[src/rtl/tmr_pkg.sv]
package tmr_pkg;
    localparam int RATE_W = 3;

    // Layout of the configuration input, MSB first.
    typedef struct packed {
        logic              src_ext;   // 1: external pin, 0: instruction tick
        logic              edge_fall; // 1: falling pin edges, 0: rising
        logic              ps_to_wdt; // 1: prescaler serves watchdog
        logic [RATE_W-1:0] rate;
    } tmr_cfg_t;

    localparam int CFG_W = $bits(tmr_cfg_t);
endpackage

[src/rtl/tmr_pin_sync.sv]
module tmr_pin_sync #(
    parameter int STAGES = 2
) (
    input  logic clk,
    input  logic rst_n,
    input  logic pin,
    output logic rise,
    output logic fall
);
    typedef struct packed {
        logic [STAGES-1:0] sh;
        logic              prev;
    } sync_t;

    sync_t st_d, st_q;

    always_comb begin
        st_d      = st_q;
        st_d.sh   = {st_q.sh[STAGES-2:0], pin};
        st_d.prev = st_q.sh[STAGES-1];
        rise      = st_q.sh[STAGES-1] & ~st_q.prev;
        fall      = ~st_q.sh[STAGES-1] & st_q.prev;
    end

    always_ff @(posedge clk or negedge rst_n) begin
        if (!rst_n) st_q <= '0;
        else        st_q <= st_d;
    end
endmodule

[src/rtl/tmr_prescaler.sv]
module tmr_prescaler
    import tmr_pkg::*;
(
    input  logic              clk,
    input  logic              rst_n,
    input  logic              src_tick,
    input  logic              wdt_tick,
    input  logic              to_wdt,
    input  logic [RATE_W-1:0] rate,
    input  logic              cnt_wr,
    input  logic              wdt_clr,
    output logic              cnt_step,
    output logic              wdt_step
);
    localparam int PS_W = 1 << RATE_W;

    typedef struct packed {
        logic [PS_W-1:0] ps;
        logic            owner;
    } ps_t;

    ps_t             st_d, st_q;
    logic [PS_W:0]   tap;
    logic [PS_W-1:0] wmask;
    logic [PS_W-1:0] cmask;

    always_comb begin
        tap   = {{PS_W{1'b0}}, 1'b1} << rate;
        wmask = PS_W'(tap - (PS_W+1)'(1));
        cmask = {wmask[PS_W-2:0], 1'b1};

        cnt_step = to_wdt ? src_tick
                          : (src_tick && ((st_q.ps & cmask) == cmask));
        wdt_step = to_wdt ? (wdt_tick && ((st_q.ps & wmask) == wmask))
                          : wdt_tick;

        st_d       = st_q;
        st_d.owner = to_wdt;
        if (to_wdt != st_q.owner)            st_d.ps = '0;
        else if (!to_wdt && cnt_wr)          st_d.ps = '0;
        else if (to_wdt && wdt_clr)          st_d.ps = '0;
        else if (!to_wdt && src_tick)        st_d.ps = st_q.ps + PS_W'(1);
        else if (to_wdt && wdt_tick)         st_d.ps = st_q.ps + PS_W'(1);
    end

    always_ff @(posedge clk or negedge rst_n) begin
        if (!rst_n) st_q <= '0;
        else        st_q <= st_d;
    end
endmodule

[src/rtl/tmr_prescaled_timer.sv]
module tmr_prescaled_timer
    import tmr_pkg::*;
#(
    parameter int CNT_W       = 8,
    parameter int WDT_W       = 4,
    parameter int SYNC_STAGES = 2
) (
    input  logic             clk,
    input  logic             rst_n,
    input  logic             instr_tick,
    input  logic             ext_pin,
    input  logic [CFG_W-1:0] cfg,
    input  logic             cnt_wr,
    input  logic [CNT_W-1:0] cnt_wdata,
    input  logic             wdt_tick,
    input  logic             wdt_clr,
    output logic [CNT_W-1:0] count_o,
    output logic             ovf_o,
    output logic             wdt_timeout_o
);
    typedef struct packed {
        logic [CNT_W-1:0] cnt;
        logic [WDT_W-1:0] wdt;
        logic             ovf;
    } tmr_t;

    tmr_t     st_d, st_q;
    tmr_cfg_t cfg_s;
    logic     pin_rise, pin_fall, src_tick;
    logic     cnt_step, wdt_step;

    assign cfg_s = tmr_cfg_t'(cfg);

    tmr_pin_sync #(.STAGES(SYNC_STAGES)) sync_i (
        .clk  (clk),
        .rst_n(rst_n),
        .pin  (ext_pin),
        .rise (pin_rise),
        .fall (pin_fall)
    );

    tmr_prescaler ps_i (
        .clk     (clk),
        .rst_n   (rst_n),
        .src_tick(src_tick),
        .wdt_tick(wdt_tick),
        .to_wdt  (cfg_s.ps_to_wdt),
        .rate    (cfg_s.rate),
        .cnt_wr  (cnt_wr),
        .wdt_clr (wdt_clr),
        .cnt_step(cnt_step),
        .wdt_step(wdt_step)
    );

    always_comb begin
        src_tick = cfg_s.src_ext ? (cfg_s.edge_fall ? pin_fall : pin_rise)
                                 : instr_tick;
        st_d     = st_q;
        st_d.ovf = 1'b0;
        if (cnt_wr) begin
            st_d.cnt = cnt_wdata;
        end else if (cnt_step) begin
            st_d.cnt = st_q.cnt + CNT_W'(1);
            st_d.ovf = &st_q.cnt;
        end
        if (wdt_clr)
            st_d.wdt = '0;
        else if (wdt_step && !(&st_q.wdt))
            st_d.wdt = st_q.wdt + WDT_W'(1);
    end

    always_ff @(posedge clk or negedge rst_n) begin
        if (!rst_n) st_q <= '0;
        else        st_q <= st_d;
    end

    assign count_o       = st_q.cnt;
    assign ovf_o         = st_q.ovf;
    assign wdt_timeout_o = &st_q.wdt;
endmodule

[config.mk]
export PLATFORM = sky130hd
export DESIGN_NAME = tmr_prescaled_timer
export DESIGN_NICKNAME = d
export VERILOG_FILES = /design/src/rtl/tmr_pkg.sv /design/src/rtl/tmr_pin_sync.sv /design/src/rtl/tmr_prescaler.sv /design/src/rtl/tmr_prescaled_timer.sv
export SDC_FILE = /design/constraint.sdc
export NUM_CORES = 1
export LEC_CHECK = 0
export BUFFER_PORTS_ARGS = -buffer_cell sky130_fd_sc_hd__buf_2
export CORE_UTILIZATION = 54
export CTS_CLUSTER_DIAMETER = 40
export DETAILED_ROUTE_END_ITERATION = 6
export PLACE_DENSITY = 0.85
export SYNTH_ARGS = -nofsm -noshare
export SYNTH_HDL_FRONTEND = slang
export SYNTH_SLANG_ARGS = --single-unit
[constraint.sdc]
create_clock -name clk -period 2.9 [get_ports clk]
set_clock_uncertainty 0.2 [all_clocks]
set_input_delay 0.29 -clock clk [delete_from_list [all_inputs] [get_ports clk]]
set_output_delay 0.29 -clock clk [all_outputs]
set_load 0.01 [all_outputs]
Word-level counts from Yosys, hierarchy flattened
Cells that the tools add are included.
{"block": "op_classes", "shifts": 1, "n_reduce_logical": 14, "addsub": 4, "n_mux": 15, "n_eq_ne": 3, "n_bitwise": 6}
{"operator": "$mux 8", "n": 7}
{"operator": "$add 8x1->8 const B", "n": 2}
{"operator": "$and 8x8->8", "n": 2}
{"operator": "$eq 8x8->1", "n": 2}
{"operator": "$mux 4", "n": 2}
{"operator": "$reduce_and 8->1", "n": 1}
{"operator": "$shl 1x3->8 const A", "n": 1}
{"operator": "$sub 8x1->8 const B", "n": 1}
{"operator": "$logic_and 1x1->1", "n": 7}
{"operator": "$mux 1", "n": 6}
{"operator": "$reduce_bool 5->1", "n": 1}
{"operator": "$add 4x1->4 const B", "n": 1}
{"operator": "$reduce_and 4->1", "n": 1}
{"operator": "$reduce_bool 2->1", "n": 2}
{"operator": "$and 1x1->1", "n": 2}
{"operator": "$logic_not 1->1", "n": 2}
{"operator": "$not 1->1", "n": 2}
{"operator": "$ne 1x1->1", "n": 1}
{"block": "word_totals", "ff_bits": 25, "word_cells": 50, "out_inout_bits": 10}

Depth between registers and ports, before layout
{"block": "logic_depth", "word_depth": 9, "depth_mapped": 8, "depth_no_buf": 6}

Hierarchy
A second synthesis with hierarchy kept.
{"block": "hier_totals", "hier_cells": 159, "hier_area_um2": 1482.7}
{"module": "tmr_prescaled_timer", "seq_area_each_um2": 325.3, "cells_per_inst": 84, "area_per_inst_um2": 772.0, "instances": 1}
{"module": "tmr_prescaler", "seq_area_each_um2": 225.2, "cells_per_inst": 70, "area_per_inst_um2": 620.6, "instances": 1}
{"module": "tmr_pin_sync", "seq_area_each_um2": 75.1, "cells_per_inst": 5, "area_per_inst_um2": 90.1, "instances": 1}

Worst setup path before layout
No wires, ideal clock.
{"block": "synth_path", "kind": "reg-to-reg", "from": "reg sync_i.st_q[0] (netlist name)", "to": "reg st_q, in the netlist count_o[7]", "stages_incl_launch_ff": 8, "synth_period_minus_slack_ns": 2.212, "n_path_buf": 1, "slack_ns": 0.688, "t_arrival_ns": 1.943, "path_cell_list": "dfrtp_1 or3b_1 a31oi_2 o21ai_2 or2_1 clkbuf_2 or4_1 nand3_1"}
{"block": "synth_via", "elab_chain_cells": 7}
{"element": "start, declared", "line_no": "tmr_pin_sync.sv:15", "rtl": "sync_t st_d, st_q;"}
{"element": "start signal, assigned", "line_no": "tmr_pin_sync.sv:27", "rtl": "else st_q <= st_d;"}
{"element": "$not 1->1", "line_no": "tmr_pin_sync.sv:21", "rtl": "rise = st_q.sh[STAGES-1] & ~st_q.prev;"}
{"element": "$and 1x1->1", "line_no": "tmr_pin_sync.sv:21"}
{"element": "$mux 1 (*) (2 in series)", "line_no": "tmr_prescaled_timer.sv:56", "rtl": "src_tick = cfg_s.src_ext ? (cfg_s.edge_fall ? pin_fall : pin_rise)"}
{"element": "$logic_and 1x1->1", "line_no": "tmr_prescaler.sv:33", "rtl": ": (src_tick && ((st_q.ps & cmask) == cmask));"}
{"element": "$mux 1 (*)", "line_no": "tmr_prescaler.sv:32", "rtl": "cnt_step = to_wdt ? src_tick"}
{"element": "$reduce_bool 2->1 (no source line) (*)"}
{"element": "end signal, assigned", "line_no": "tmr_prescaled_timer.sv:74", "rtl": "else st_q <= st_d;"}
{"element": "end, declared", "line_no": "tmr_prescaled_timer.sv:27", "rtl": "tmr_t st_d, st_q;"}
Every way passes the cells marked *; elsewhere a longest branch is shown, timed or not.
A chain may end at the register's enable or synchronous reset.

Worst setup path after layout
Ends and elaborated chain as after synthesis.

==> results.md <==
* Status: completed
* Vias per inst at 5.834
* Post-CTS resize count at 0
* Setup CP Type: reg2reg
* I/O Buffers at 30
* Final setup fails at 0
* Area contributors post-synth: dfrtp_1 (43%), o21ai_0 (4.4%), buf_4 (4.1%)
* Worst skew pair latency at 0.33 ns
* Via count at 1,301
* Most used DFF post-synth: dfrtp_1
* Core Area at 2522 um2
* Setup crit start kind: flip-flop
* Total GRT Usage at 24.07%
* CTS Root Cell: clkbuf_4
* Max-Cap Viols at 0
* Share of layout cells above drive strength 1 at 20.73%
* RePlAce Congestion at 0.8607
* Yosys reg bits at 25
* DRC at 0
* Register area share after synthesis at between 40 and 50%
* Post-Synthesis Cells at approximately 160
* First DRT Iteration DRCs at 26
* DP Area at 1569 um2
* Max Clk Rate at roughly 430 MHz
* Worst-path maximum fanout at 6
* CTS H-tree depth at 1
* Largest net degree at the start of global routing at 26
* Setup total negative slack at 0 ns
* Initial antenna violation count at 0
* Antenna Nets Post-Route at 0
* Post-Syn Area per Cell at just over 9 um2
* CTS clk-pin slew, worst paths at 0.14 ns
* Crit Reg-Reg Startpoint: sync_i.st_q[0]
* Final Routed Wirelength at 3150 um
* Synth cell types at 45
* Max VDD drop at 0.0003628 V
* Comb pwr share at 18.7%
* Max clock buf depth at 2
* Leakage power at 0.7603 nW
* Io pins at 31
* P&R area growth vs syn at 16.97%
* Final Cycle Share at around 80%
* Global route overflow at 0
* CTS sink count at 25
* Die height at 54.14 um
* Starting Density at 58.18%
* DIE WIDTH at 54.14 um
* Reg2reg end: count_o[7]
* Slew headroom at 51.13%
* PwrDens at 394.2 nW/um2
* Global-route wire length before repair at 4995 um
* CP arrival at 2.39 ns
* Psw at 0.1992 mW
* Crit path time final at 2.312 ns
* Row cnt at 18
* Min-delay src: cnt_wr
* Top cell type's share of synthesized area at ~43%
* Post-synth EDFFs at 0
* Drt pass-1 iters at 4
* Nets@finish at 218
* Synth Cell Area at 1468 um2
* Hold Crit Class: in2reg
* Hold Path Sink: count_o[3]
* Yosys top cell by area: dfrtp_1
* Full die area at ~2900 um2
* Number of global-route vias before repair at 1,218
* Sw Share at 29.43%
* Final count of pins violating max slew at 0
* Drt wl/cell at 14.13 um
* Cell Int Power at 0.4775 mW
* Number of fill cells in the layout at 216
* Finished Layout Cells at 223
* Hold Path Depth at 3
* # diodes at 0
* Num CTS Buffers at 3
* Placed insts at 207
* Synth Warn # at 0
* Design area at about 1700 um2
* CTS tree: yes
* RSZ-0062 raised after global routing: false
* Ys async rst share at 100.0%
* Worst-Margin Slew at 0.7265 ns
* Worst r2r path cells at 6
* Dpl hpwl at about 2200 um
* Power, Total at 0.6767 mW
* Reg-to-reg slack, setup at just under 0.6 ns
* Crit. End Element: flip-flop
* Final Hold Viols at 0
* WP data required at between 2 and 3 ns
* Synth Net Count at 185
* Clock power share at 23.5%
* Sequential Power Share at between 50% and 60%
-- layer usage --
layer / vias up / part of all wire (%) / global-route usage [%]
li1: 632 / - / -
met4: 0 / 1.2 / 9.402
met1: 633 / 43 / 28.37
met2: 31 / 51 / 42.48
met3: 5 / 4.4 / 4.520
met5: - / 0 / 0
-- power by group through the flow --
stage               Sequential (mW)  Clock [mW]  Combinational [mW]
CTS                           0.390       0.166               0.127
finish                        0.391       0.159               0.126
global placement              0.396           0               0.108
floorplan                     0.392           0              0.0832
global route                  0.394       0.173               0.144
detailed placement            0.397           0               0.114
-- sequential cells by signal, summed over array words and instances, names as in the netlist --
register     cells
count_o          8
ovf_o            1
ps_i.st_q        9
st_q             4
sync_i.st_d      2
sync_i.st_q      1
-- cells by family after synthesis --
kind of cell	Yosys count	share of synthesized area [%]
and+or+nand+nor	66	23.79
AOI/OAI and AO/OA	34	15.60
DFF	25	42.63
buffers and inverters	20	7.417
xor gates and xnor gates	11	6.564
adders and majority gates	3	2.558
muxes	2	1.449
-- how the worst max path moves through the flow --
stage / end / from / slack, ns
2_1_floorplan: count_o[7] / sync_i.st_q[0] / 0.69
3_3_place_gp: count_o[7] / cfg[4] / 0.66
3_5_place_dp: count_o[7] / cfg[4] / 0.60
4_1_cts: count_o[7] / sync_i.st_q[0] / 0.58
5_1_grt: count_o[7] / sync_i.st_q[0] / 0.44
6_report: count_o[7] / sync_i.st_q[0] / 0.59
-- worst max-delay path, stage by stage (launching register included) --
cell     delay [ns]
dfrtp_1        0.40
or3b_1         0.39
a31oi_2        0.23
o21ai_2        0.12
or2_1          0.31
or4_1          0.52
nand3_1        0.09
-- placed cells by master (no fill, tap or decap), drive strengths merged, types with 2 or more instances in the layout --
| cell | count |
|---|---|
| dfrtp | 25 |
| nand2 | 11 |
| or3b | 2 |
| nor3 | 5 |
| or3 | 3 |
| ha | 3 |
| dlygate4sd3 | 12 |
| nand4 | 7 |
| a21oi | 6 |
| nor2b | 3 |
| a31oi | 2 |
| buf | 30 |
| xnor2 | 5 |
| xor2 | 6 |
| o21ai | 14 |
| and3 | 3 |
| inv | 6 |
| clkbuf | 3 |
| nor2 | 13 |
| nand3b | 2 |
| a21boi | 2 |
| nand3 | 10 |
-- synthesized netlist by cell type, types with 2 or more instances --
library cell / n
o21ai_0: 13
ha_1: 3
nor3_1: 5
xnor2_1: 5
inv_1: 6
a21oi_1: 6
nand3b_1: 2
buf_4: 8
xor2_1: 6
nand4_1: 7
a21boi_0: 2
dfrtp_1: 25
nand2_1: 11
nor2_1: 13
buf_2: 2
nor2b_1: 3
nand3_1: 10
or3_1: 3
clkbuf_1: 3
and3_1: 3
-- through the flow --
stage                     worst slack, ns  util, %  hold WS, ns
after global placement             0.6590    62.20       0.1030
after CTS                          0.5841    68.06       0.1106
final                              0.5875    68.06       0.1279
after floorplan                    0.6882        -      -0.2056
after global routing               0.4448    68.06       0.1350
after detailed placement           0.5995    62.20       0.1152
-- timing repair --
item	in CTS	in global routing
hold buffers	12	0
setup buffers	0	0
hold endpoints to repair	39	0
-- cell type report --
cell class	count	area, um2	area share [%]
clock buffers	3	22.52	1.312
clock inverters	1	5.005	0.2915
inverters	6	22.52	1.312
multi-input cells	116	733.2	42.71
flip-flops and latches	25	625.6	36.44
well taps	30	37.54	2.187
repair buffers	42	270.3	15.74
Note: power is estimated with default switching activity, not from simulation.
